[config.mk]
export PLATFORM = sky130hd
export DESIGN_NAME = lcd_host_if
export DESIGN_NICKNAME = d
export VERILOG_FILES = /design/src/rtl/lcd_host_pkg.sv /design/src/rtl/lcd_ser_rx.sv /design/src/rtl/lcd_cmd_regs.sv /design/src/rtl/lcd_disp_ram.sv /design/src/rtl/lcd_host_if.sv
export SDC_FILE = /design/constraint.sdc
export NUM_CORES = 1
export LEC_CHECK = 0
export BUFFER_PORTS_ARGS = -buffer_cell sky130_fd_sc_hd__buf_2
export CAP_MARGIN = 20
export CORE_MARGIN = 1
export CORE_UTILIZATION = 55
export DETAILED_ROUTE_END_ITERATION = 12
export PLACE_DENSITY = 0.78
export RECOVER_POWER = 50
export SLEW_MARGIN = 15
export SYNTH_ARGS = -nofsm -noshare
export SYNTH_HDL_FRONTEND = slang
export SYNTH_SLANG_ARGS = --single-unit
[constraint.sdc]
create_clock -name clk -period 2.13 [get_ports clk]
set_clock_uncertainty 0.1 [all_clocks]
set_input_delay 0.3195 -clock clk [delete_from_list [all_inputs] [get_ports clk]]
set_output_delay 0.3195 -clock clk [all_outputs]
set_load 0.05 [all_outputs]
[src/rtl/lcd_host_pkg.sv]
package lcd_host_pkg;
  localparam int LIM_D2 = 14;
  localparam int LIM_D3 = 19;
  localparam int LIM_D4 = 29;

  typedef enum logic [1:0] {
    CMD_MODE = 2'b00,
    CMD_DATA = 2'b01,
    CMD_STAT = 2'b10,
    CMD_ADDR = 2'b11
  } cmd_e;

  function automatic logic [5:0] lim_for(input logic [1:0] duty);
    if (!duty[1]) return 6'(LIM_D2);
    else if (!duty[0]) return 6'(LIM_D3);
    else return 6'(LIM_D4);
  endfunction
endpackage

[src/rtl/lcd_ser_rx.sv]
module lcd_ser_rx #(
  parameter int BW = 8
) (
  input  logic          clk,
  input  logic          rst,
  input  logic          stb_n,
  input  logic          sclk,
  input  logic          sdin,
  output logic          stb_edge,
  output logic          stb_rise,
  output logic          byte_vld,
  output logic [BW-1:0] byte_q,
  output logic          byte_cmd
);
  localparam int CW = $clog2(BW);

  logic          stb_q, sclk_q, first, shift_en;
  logic [BW-2:0] sh;
  logic [CW-1:0] cnt;

  always_ff @(posedge clk) begin
    stb_q  <= stb_n;
    sclk_q <= sclk;
  end

  assign stb_edge = stb_n ^ stb_q;
  assign stb_rise = stb_n & ~stb_q;
  assign shift_en = sclk & ~sclk_q & ~stb_n & ~stb_edge;

  always_ff @(posedge clk) begin
    if (rst) begin
      cnt      <= '0;
      first    <= 1'b1;
      sh       <= '0;
      byte_vld <= 1'b0;
      byte_q   <= '0;
      byte_cmd <= 1'b0;
    end else begin
      byte_vld <= 1'b0;
      if (stb_edge) begin
        cnt   <= '0;
        first <= 1'b1;
      end else if (shift_en) begin
        sh <= {sh[BW-3:0], sdin};
        if (cnt == CW'(BW-1)) begin
          byte_vld <= 1'b1;
          byte_q   <= {sh, sdin};
          byte_cmd <= first;
          first    <= 1'b0;
          cnt      <= '0;
        end else begin
          cnt <= cnt + 1'b1;
        end
      end
    end
  end
endmodule

[src/rtl/lcd_cmd_regs.sv]
module lcd_cmd_regs
  import lcd_host_pkg::*;
#(
  parameter int BW = 8,
  parameter int AW = 6
) (
  input  logic          clk,
  input  logic          rst,
  input  logic          stb_edge,
  input  logic          stb_rise,
  input  logic          byte_vld,
  input  logic [BW-1:0] byte_q,
  input  logic          byte_cmd,
  input  logic          latch_busy,
  output logic [1:0]    frame_code,
  output logic [1:0]    duty_code,
  output logic          latch_mode,
  output logic          addr_hold,
  output logic [1:0]    wr_mode,
  output logic [1:0]    link_mode,
  output logic          int_bias,
  output logic          addr_rst_en,
  output logic          latch_flag,
  output logic          disp_on,
  output logic [AW-1:0] grp_addr,
  output logic          data_seen,
  output logic          ram_we,
  output logic [AW-1:0] ram_wa,
  output logic [BW-1:0] ram_wd
);
  logic          live, cmd_ok;
  logic [AW-1:0] lim, nxt, ld_addr;

  assign live    = byte_vld & ~stb_edge;
  assign cmd_ok  = live & byte_cmd;
  assign ram_we  = live & ~byte_cmd & ~wr_mode[1];
  assign ram_wa  = grp_addr;
  assign ram_wd  = byte_q;
  assign lim     = AW'(lim_for(duty_code));
  assign nxt     = addr_hold ? grp_addr : ((grp_addr >= lim) ? '0 : grp_addr + 1'b1);
  assign ld_addr = (AW'(byte_q[5:0]) > lim) ? '0 : AW'(byte_q[5:0]);

  always_ff @(posedge clk) begin
    if (rst) begin
      frame_code  <= '0;
      duty_code   <= '0;
      latch_mode  <= 1'b0;
      addr_hold   <= 1'b0;
      wr_mode     <= '0;
      link_mode   <= '0;
      int_bias    <= 1'b0;
      addr_rst_en <= 1'b0;
      latch_flag  <= 1'b0;
      disp_on     <= 1'b0;
      grp_addr    <= '0;
      data_seen   <= 1'b0;
    end else begin
      if (stb_edge && (byte_vld || latch_busy)) disp_on <= 1'b0;
      if (stb_edge) data_seen <= 1'b0;
      if (stb_rise && addr_rst_en && data_seen) grp_addr <= '0;
      if (cmd_ok) begin
        case (cmd_e'(byte_q[BW-1:BW-2]))
          CMD_MODE: begin
            frame_code <= byte_q[3:2];
            duty_code  <= byte_q[1:0];
          end
          CMD_DATA: begin
            latch_mode <= byte_q[3];
            addr_hold  <= byte_q[2];
            wr_mode    <= byte_q[1:0];
          end
          CMD_STAT: begin
            link_mode   <= byte_q[5:4];
            int_bias    <= byte_q[3];
            addr_rst_en <= byte_q[2];
            latch_flag  <= byte_q[1];
            disp_on     <= byte_q[0];
          end
          default: grp_addr <= ld_addr;
        endcase
      end
      if (ram_we) begin
        grp_addr  <= nxt;
        data_seen <= 1'b1;
      end
    end
  end
endmodule

[src/rtl/lcd_disp_ram.sv]
module lcd_disp_ram #(
  parameter int BW    = 8,
  parameter int AW    = 6,
  parameter int DEPTH = 30
) (
  input  logic          clk,
  input  logic          we,
  input  logic [AW-1:0] wa,
  input  logic [BW-1:0] wd,
  input  logic [AW-1:0] ra,
  output logic [BW-1:0] rd
);
  logic [BW-1:0] mem [DEPTH];

  always_ff @(posedge clk) begin
    if (we && (int'(wa) < DEPTH)) mem[wa] <= wd;
    rd <= (int'(ra) < DEPTH) ? mem[ra] : '0;
  end
endmodule

[src/rtl/lcd_host_if.sv]
module lcd_host_if #(
  parameter int BW    = 8,
  parameter int AW    = 6,
  parameter int DEPTH = 30
) (
  input  logic          clk,
  input  logic          rst,
  input  logic          stb_n,
  input  logic          sclk,
  input  logic          sdin,
  input  logic          latch_busy,
  input  logic [AW-1:0] rd_addr,
  output logic [BW-1:0] rd_data,
  output logic [1:0]    frame_code,
  output logic [1:0]    duty_code,
  output logic          latch_mode,
  output logic          addr_hold,
  output logic [1:0]    wr_mode,
  output logic [1:0]    link_mode,
  output logic          int_bias,
  output logic          addr_rst_en,
  output logic          latch_flag,
  output logic          disp_on,
  output logic [AW-1:0] grp_addr,
  output logic          data_seen
);
  logic          stb_edge, stb_rise, byte_vld, byte_cmd, ram_we;
  logic [BW-1:0] byte_q, ram_wd;
  logic [AW-1:0] ram_wa;

  lcd_ser_rx #(.BW(BW)) u_rx (
    .clk(clk), .rst(rst), .stb_n(stb_n), .sclk(sclk), .sdin(sdin),
    .stb_edge(stb_edge), .stb_rise(stb_rise), .byte_vld(byte_vld),
    .byte_q(byte_q), .byte_cmd(byte_cmd)
  );

  lcd_cmd_regs #(.BW(BW), .AW(AW)) u_regs (
    .clk(clk), .rst(rst), .stb_edge(stb_edge), .stb_rise(stb_rise),
    .byte_vld(byte_vld), .byte_q(byte_q), .byte_cmd(byte_cmd),
    .latch_busy(latch_busy), .frame_code(frame_code), .duty_code(duty_code),
    .latch_mode(latch_mode), .addr_hold(addr_hold), .wr_mode(wr_mode),
    .link_mode(link_mode), .int_bias(int_bias), .addr_rst_en(addr_rst_en),
    .latch_flag(latch_flag), .disp_on(disp_on), .grp_addr(grp_addr),
    .data_seen(data_seen), .ram_we(ram_we), .ram_wa(ram_wa), .ram_wd(ram_wd)
  );

  lcd_disp_ram #(.BW(BW), .AW(AW), .DEPTH(DEPTH)) u_ram (
    .clk(clk), .we(ram_we), .wa(ram_wa), .wd(ram_wd), .ra(rd_addr), .rd(rd_data)
  );
endmodule

Yosys cells after proc, flatten, opt, wreduce, memory -nomap -nowiden
Memories as Yosys holds them, arrays and structs flattened. A register that Yosys moved wholly into a read port is not among the register bits. Cells that the tools add are included.

Add/sub/neg operators: 2. Eq/ne operators: 4. Muxes and demuxes: 18. Reductions and logical operators: 17. Magnitude comparators: 4. Bitwise gates (word level): 16.

Operator list (count): $mux W6 (8); $lt A6 B5 Y1 const B (2); $reduce_and A2 Y1 (5); $and A1 B1 Y1 (8); $mux W1 (8); $not A1 Y1 (7); $add A6 B1 Y6 const B (1); $ge A6 B6 Y1 (1); $gt A6 B6 Y1 (1); $reduce_or A3 Y1 (2); $logic_and A1 B1 Y1 (4); $mux W4 (1); $add A3 B1 Y3 const B (1); $eq A3 B3 Y1 const B (1); $mux W3 (1); $reduce_and A3 Y1 (1); $eq A2 B1 Y1 const B (1); $eq A2 B2 Y1 const B (1); $logic_not A2 Y1 (1); $ne A2 B2 Y1 const B (1); $reduce_bool A2 Y1 (1); $reduce_or A2 Y1 (1); $logic_not A1 Y1 (1); $logic_or A1 B1 Y1 (1); $xor A1 B1 Y1 (1).

RAM bits: 240. Memories: 1. Flip-flop bits (word level): 44. Output and inout bits: 29. Input port bits: 12. Logic and storage cells: 82.

Memory list: u_ram.mem (words 30, bits a word 8, read ports 1, clocked after Yosys merged registers in 1, write ports 1, RTL line lcd_disp_ram.sv:13) `logic [BW-1:0] mem [DEPTH];`.

Depth between registers and ports, before layout
Depth in word-level cells: 8. Mapped depth: 8. Gate-level depth less buffers: 7.

By module
Synthesis repeated with hierarchy kept, for this count alone.

Cells, all modules: 790. Area total of the unflattened synthesis: 12025.3 µm².

Modules (own cells, without submodules): lcd_disp_ram (cells each 549, seq. area each 7367.1 µm², times used 1, area each 9828.2 µm²); lcd_cmd_regs (cells each 142, seq. area each 420.4 µm², times used 1, area each 1273.7 µm²); lcd_ser_rx (cells each 99, seq. area each 460.4 µm², times used 1, area each 923.4 µm²).

Worst setup path before layout
Ideal clock, no wire load.

Path kind: register to register. Start point: register u_regs.grp_addr[2]. End point: memory u_ram.mem[5][0] (enable). Stages on the path, launching flop included: 4. Setup time: 0.370 ns. Setup slack: -0.223 ns. Arrival: 1.883 ns. Buffers on the path: 1. Cell sequence: dfxtp_1 > clkbuf_1 > or3b_2 > nor2_1.

Longest elaborated chain between the ends: 4.

RTL lines: from (decl) (RTL line lcd_cmd_regs.sv:25) `output logic [AW-1:0] grp_addr,`; from (signal assigned) (RTL line lcd_cmd_regs.sv:79) `default: grp_addr <= ld_addr;`; from (signal assigned) (RTL line lcd_cmd_regs.sv:83) `grp_addr <= nxt;`; $lt A6 B5 Y1 (RTL line lcd_disp_ram.sv:16) `if (we && (int'(wa) < DEPTH)) mem[wa] <= wd;`; $logic_and A1 B1 Y1 (RTL line lcd_disp_ram.sv:16); $mux W1 (RTL line lcd_disp_ram.sv:16); $mux W1 (implied by the code) (RTL line lcd_disp_ram.sv:16); to (decl) (RTL line lcd_disp_ram.sv:13).

Parallel ways exist; a longest one is shown, timed or not.

Worst setup path after layout
Start point: register u_rx.stb_q. End point: memory u_ram.mem[4][3] (enable).

Longest elaborated chain between the ends: 8.

RTL lines: from (decl) (RTL line lcd_ser_rx.sv:17) `logic stb_q, sclk_q, first, shift_en;`; from (signal assigned) (RTL line lcd_ser_rx.sv:22) `stb_q <= stb_n;`; $xor A1 B1 Y1 (RTL line lcd_ser_rx.sv:26) `assign stb_edge = stb_n ^ stb_q;`; $not A1 Y1 (RTL line lcd_cmd_regs.sv:34) `assign live = byte_vld & ~stb_edge;`; $and A1 B1 Y1 (RTL line lcd_cmd_regs.sv:34); $and A1 B1 Y1 (2 in series) (RTL line lcd_cmd_regs.sv:36) `assign ram_we = live & ~byte_cmd & ~wr_mode[1];`; $logic_and A1 B1 Y1 (RTL line lcd_disp_ram.sv:16); $mux W1 (RTL line lcd_disp_ram.sv:16); $mux W1 (implied by the code) (RTL line lcd_disp_ram.sv:16).

Every way passes these cells.

==> results.tsv <==
stage	metric	value	unit
placement	port_buffers	40	
hold_path	holdCritPathClass	in2reg	
global_routing	grt_pass1_vias	7344	
global_routing	grt-ovfl-total	0	
yosys	synth-edff-count	240	
die	rows	53	
sta	fin_tns_setup	0	ns
sta	finalSetupViolCount	0	
pwr	pwr-share-clk	43.1	%
yosys	syn_avg_cell_area	14.6	um2
yosys	synth_compound_area_share	7.18	%
clock_network	cts-root-buf	clkbuf_16	
route	wl	27000	um
yosys	ys_seq_area_share	70.4	%
pwr	swShare	20.5	%
clock_network	cts_tree	done	
clock_network	clock_latency	0.54	ns
pwr	switching_power	2.34	mW
pwr	combinationalPowerShare	3.6	%
route	via_per_inst	5.96	
status	status	finished, final reports clean	
yosys	ys_types	46	
placement	dpl_worst_slack	-0.118	ns
worst_setup_path	r2r_slack	0.08	ns
die	die_w	148	um
die	io_pins	41	
die	coreArea	21000	um2
finish	drive_above_1_share	21.5	%
yosys	synth_most_common_cell	edfxtp_1	
sta	setup_ws	0.0766	ns
worst_setup_path	crit_path_end_kind	flip-flop	
yosys	synthTopCellsByArea	edfxtp_1 61%, mux2i_1 10%, dfxtp_1 8.9%, nand2_1 2.1%, a22oi_1 2.0%	
worst_setup_path	critPathArrivalTime	2.21	ns
sta	period_minus_slack	2.05	ns
finish	diodes	0	
global_routing	antenna_found_initial	0	
die	fp.dieH	148	um
worst_setup_path	timing.rr.start	u_rx.stb_q	
pwr	power_density	825	nW/um2
pwr	p_leak	5.11	nW
route	first_pass_iters	5	
hold_path	holdPathStages	3	
placement	dpl.hpwl	17000	um
sta	holdWs	0.120	ns
flow_run	max_cap_violations	0	
finish	stdcell_count	1222	
sta	worstMarginPinSlew	1.13	ns
sta	timing.final.hold_violations	0	
sta	relSlewSlack	24.1	%
yosys	syn_nets	829	
worst_setup_path	crit_path_start	u_rx.stb_q	
worst_setup_path	worstSetupPathType	reg2reg	
worst_setup_path	start_kind	flip-flop	
yosys	synthXorXnorAreaFrac	0.299	%
worst_setup_path	cp.required	2.28	ns
global_routing	grt_usage	25.1	%
pwr	internal_power	9.12	mW
route	drt-initial-drc-count	719	
yosys	ys_ff_latch	292	
placement	dp_cells	1165	
yosys	synth_top_family_by_area	multiplexers	
finish	fin_nets	950	
route	detail_route.wl_per_cell	22.1	um
placement	place_congestion	0.851	
worst_setup_path	crit_end	u_ram.mem[4][3]	
yosys	synth_mux_area_share	11.1	%
clock_network	cts.clk_slew.worst_paths	0.06	ns
finish	syn_to_final_growth	18.5	%
yosys	synthArstFlopShare	0	%
yosys	yosys-top-cells-count	240 x edfxtp_1, 121 x mux2i_1, 66 x nand2_1, 54 x nor2_1, 52 x dfxtp_1	
yosys	synth_top_area_share	61.5	%
die	die-area	21900	um2
yosys	ys.flop_type	edfxtp_1	
worst_setup_path	r2r_cells	9	
route	ant_nets	0	
clock_network	cts_made_buffers	29	
pwr	vdd_drop_max	0.000725	V
yosys	synthAdderAreaFrac	1.58	%
route	vias	7289	
clock_network	cts_max_path_buffers	3	
clock_network	clock-sinks	292	
route	drc	0	
sta	rsz0062_at_grt	no	
worst_setup_path	r2r_end	u_ram.mem[4][3]	
yosys	netlist_instances	803	
yosys	netlist_area	11700	um2
sta	fmax	0.487	GHz
sta	slew_violations	0	
worst_setup_path	crit_fanout	8	
yosys	yosysWarnings	0	
clock_network	htree_levels	1	
finish	n_fill_cell	1466	
yosys	synth_top_area_cell	edfxtp_1	
global_routing	grt_pass1_wl	41300	um
global_routing	grt_max_degree	37	
pwr	sequentialPowerShare	53.3	%
sta	fin_crit_sh	96.4	%
die	initial_core_util	55.9	%
clock_network	cts_setup_buffers	0	
yosys	synth-simple-area-share	7.11	%
-- worst min path at each step --
stage               startpoint           endpoint
global route               rst  u_regs.wr_mode[1]
floorplan                 sclk        u_rx.sclk_q
finish                     rst  u_regs.wr_mode[1]
global placement    u_rx.first         u_rx.first
CTS                        rst   u_regs.data_seen
detailed placement  u_rx.first         u_rx.first
-- worst max-delay path, stage by stage (launching register included) --
cell and delay (ns):
dfxtp_1 0.31, inv_1 0.05, ha_4 0.28, nand4bb_4 0.13, nor3_4 0.19, buf_4 0.16, nand2_1 0.09, buf_12 0.17
nor2_2 0.14, buf_6 0.14
-- what timing repair did --
| item | 4_1_cts | 5_1_grt |
|---|---|---|
| setup endpoints to repair | 8 | 239 |
| gates resized for setup | 1 | 34 |
| hold buffers | 3 | 0 |
| pin swaps | 0 | 1 |
| hold endpoints to repair | 4 | 0 |
| gates cloned | 0 | 0 |
-- placed cells by master, fill, tap and decap left out, types with 3 or more instances in the layout --
| cell | synthesis | routed |
|---|---|---|
| o21ai_0 | 9 | 9 |
| ha_1 | 14 | 13 |
| buf_2 | 11 | 15 |
| a31oi_1 | 17 | 17 |
| nand2_2 | 0 | 3 |
| nor2_4 | 0 | 3 |
| inv_1 | 10 | 10 |
| clkbuf_1 | 17 | 31 |
| clkinv_2 | 0 | 5 |
| nor2b_1 | 5 | 5 |
| nor2_1 | 54 | 29 |
| a22oi_1 | 32 | 32 |
| clkbuf_8 | 0 | 3 |
| clkbuf_16 | 0 | 29 |
| buf_12 | 0 | 6 |
| and2_1 | 5 | 5 |
| a21oi_1 | 44 | 44 |
| dfxtp_1 | 52 | 47 |
| nand2_1 | 66 | 63 |
| nand2b_1 | 5 | 5 |
| nand3b_1 | 4 | 4 |
| mux2i_1 | 121 | 121 |
| dlygate4sd3_1 | 0 | 3 |
| a21o_1 | 7 | 7 |
| dfxtp_2 | 0 | 5 |
| nor2_2 | 0 | 22 |
| o2bb2ai_1 | 4 | 4 |
| mux2_2 | 8 | 8 |
| clkbuf_2 | 0 | 8 |
| buf_6 | 0 | 15 |
| a221oi_1 | 9 | 9 |
| edfxtp_1 | 240 | 240 |
| buf_4 | 10 | 61 |
| nand3_1 | 26 | 26 |
-- registers in the layout (all words and copies together) (netlist names), 2 cells and up --
register,flops
u_regs.duty_code,2
u_regs.grp_addr,6
u_rx.byte_q,8
u_regs.frame_code,2
u_regs.wr_mode,2
u_ram.mem,240
u_ram.rd,8
u_regs.link_mode,2
u_rx.cnt,3
u_rx.sh,7
-- per-stage QoR --
| step | cell area, um2 | utilization [%] | total power [mW] |
|---|---|---|---|
| finish | 13900 | 66.3 | 11.5 |
| global route | 13900 | 66.3 | 11.8 |
| CTS | 13800 | 65.9 | 11.5 |
| detailed placement | 12800 | 61.2 | 6.62 |
| global placement | 12800 | 61.2 | 6.62 |
| floorplan | 11800 | - | 6.50 |
-- kinds of logic (layout without fill, tap and decap cells) --
group                      count (synthesis)  after routing
AOI/OAI and AO/OA                        129            129
DFF                                      292            292
xor gates and xnor gates                   4              4
and+or+nand+nor                          181            181
buffers and inverters                     53            197
muxes                                    129            129
adders and majority gates                 15             15
-- power groups by stage --
stage / logic, mW / clock network (mW) / registers, mW
after global routing: 0.426 / 5.24 / 6.11
after global placement: 0.384 / 0 / 6.23
after floorplan: 0.227 / 0 / 6.27
final: 0.408 / 4.94 / 6.11
after CTS: 0.399 / 4.99 / 6.11
after detailed placement: 0.391 / 0 / 6.23
-- routing by layer --
layer	vias to the layer above	part of all wire [%]	GRT usage [%]
met1	3559	41	33.0
met5	-	0	0
met2	356	48	41.4
met3	71	7.7	4.44
met4	0	3.5	10.5
li1	3303	-	-
-- layout make-up --
class                           instances  area [um2]  share of cell area (%)
Sequential cell                       292        8250                    59.4
Multi-Input combinational cell        458        3330                    24.0
Timing Repair Buffer                  133         986                    7.10
Clock buffer                           38         790                    5.68
Tap cell                              275         344                    2.48
Clock inverter                         16         149                    1.07
Inverter                               10        37.5                   0.270
Power figures use the tool's default switching activity.
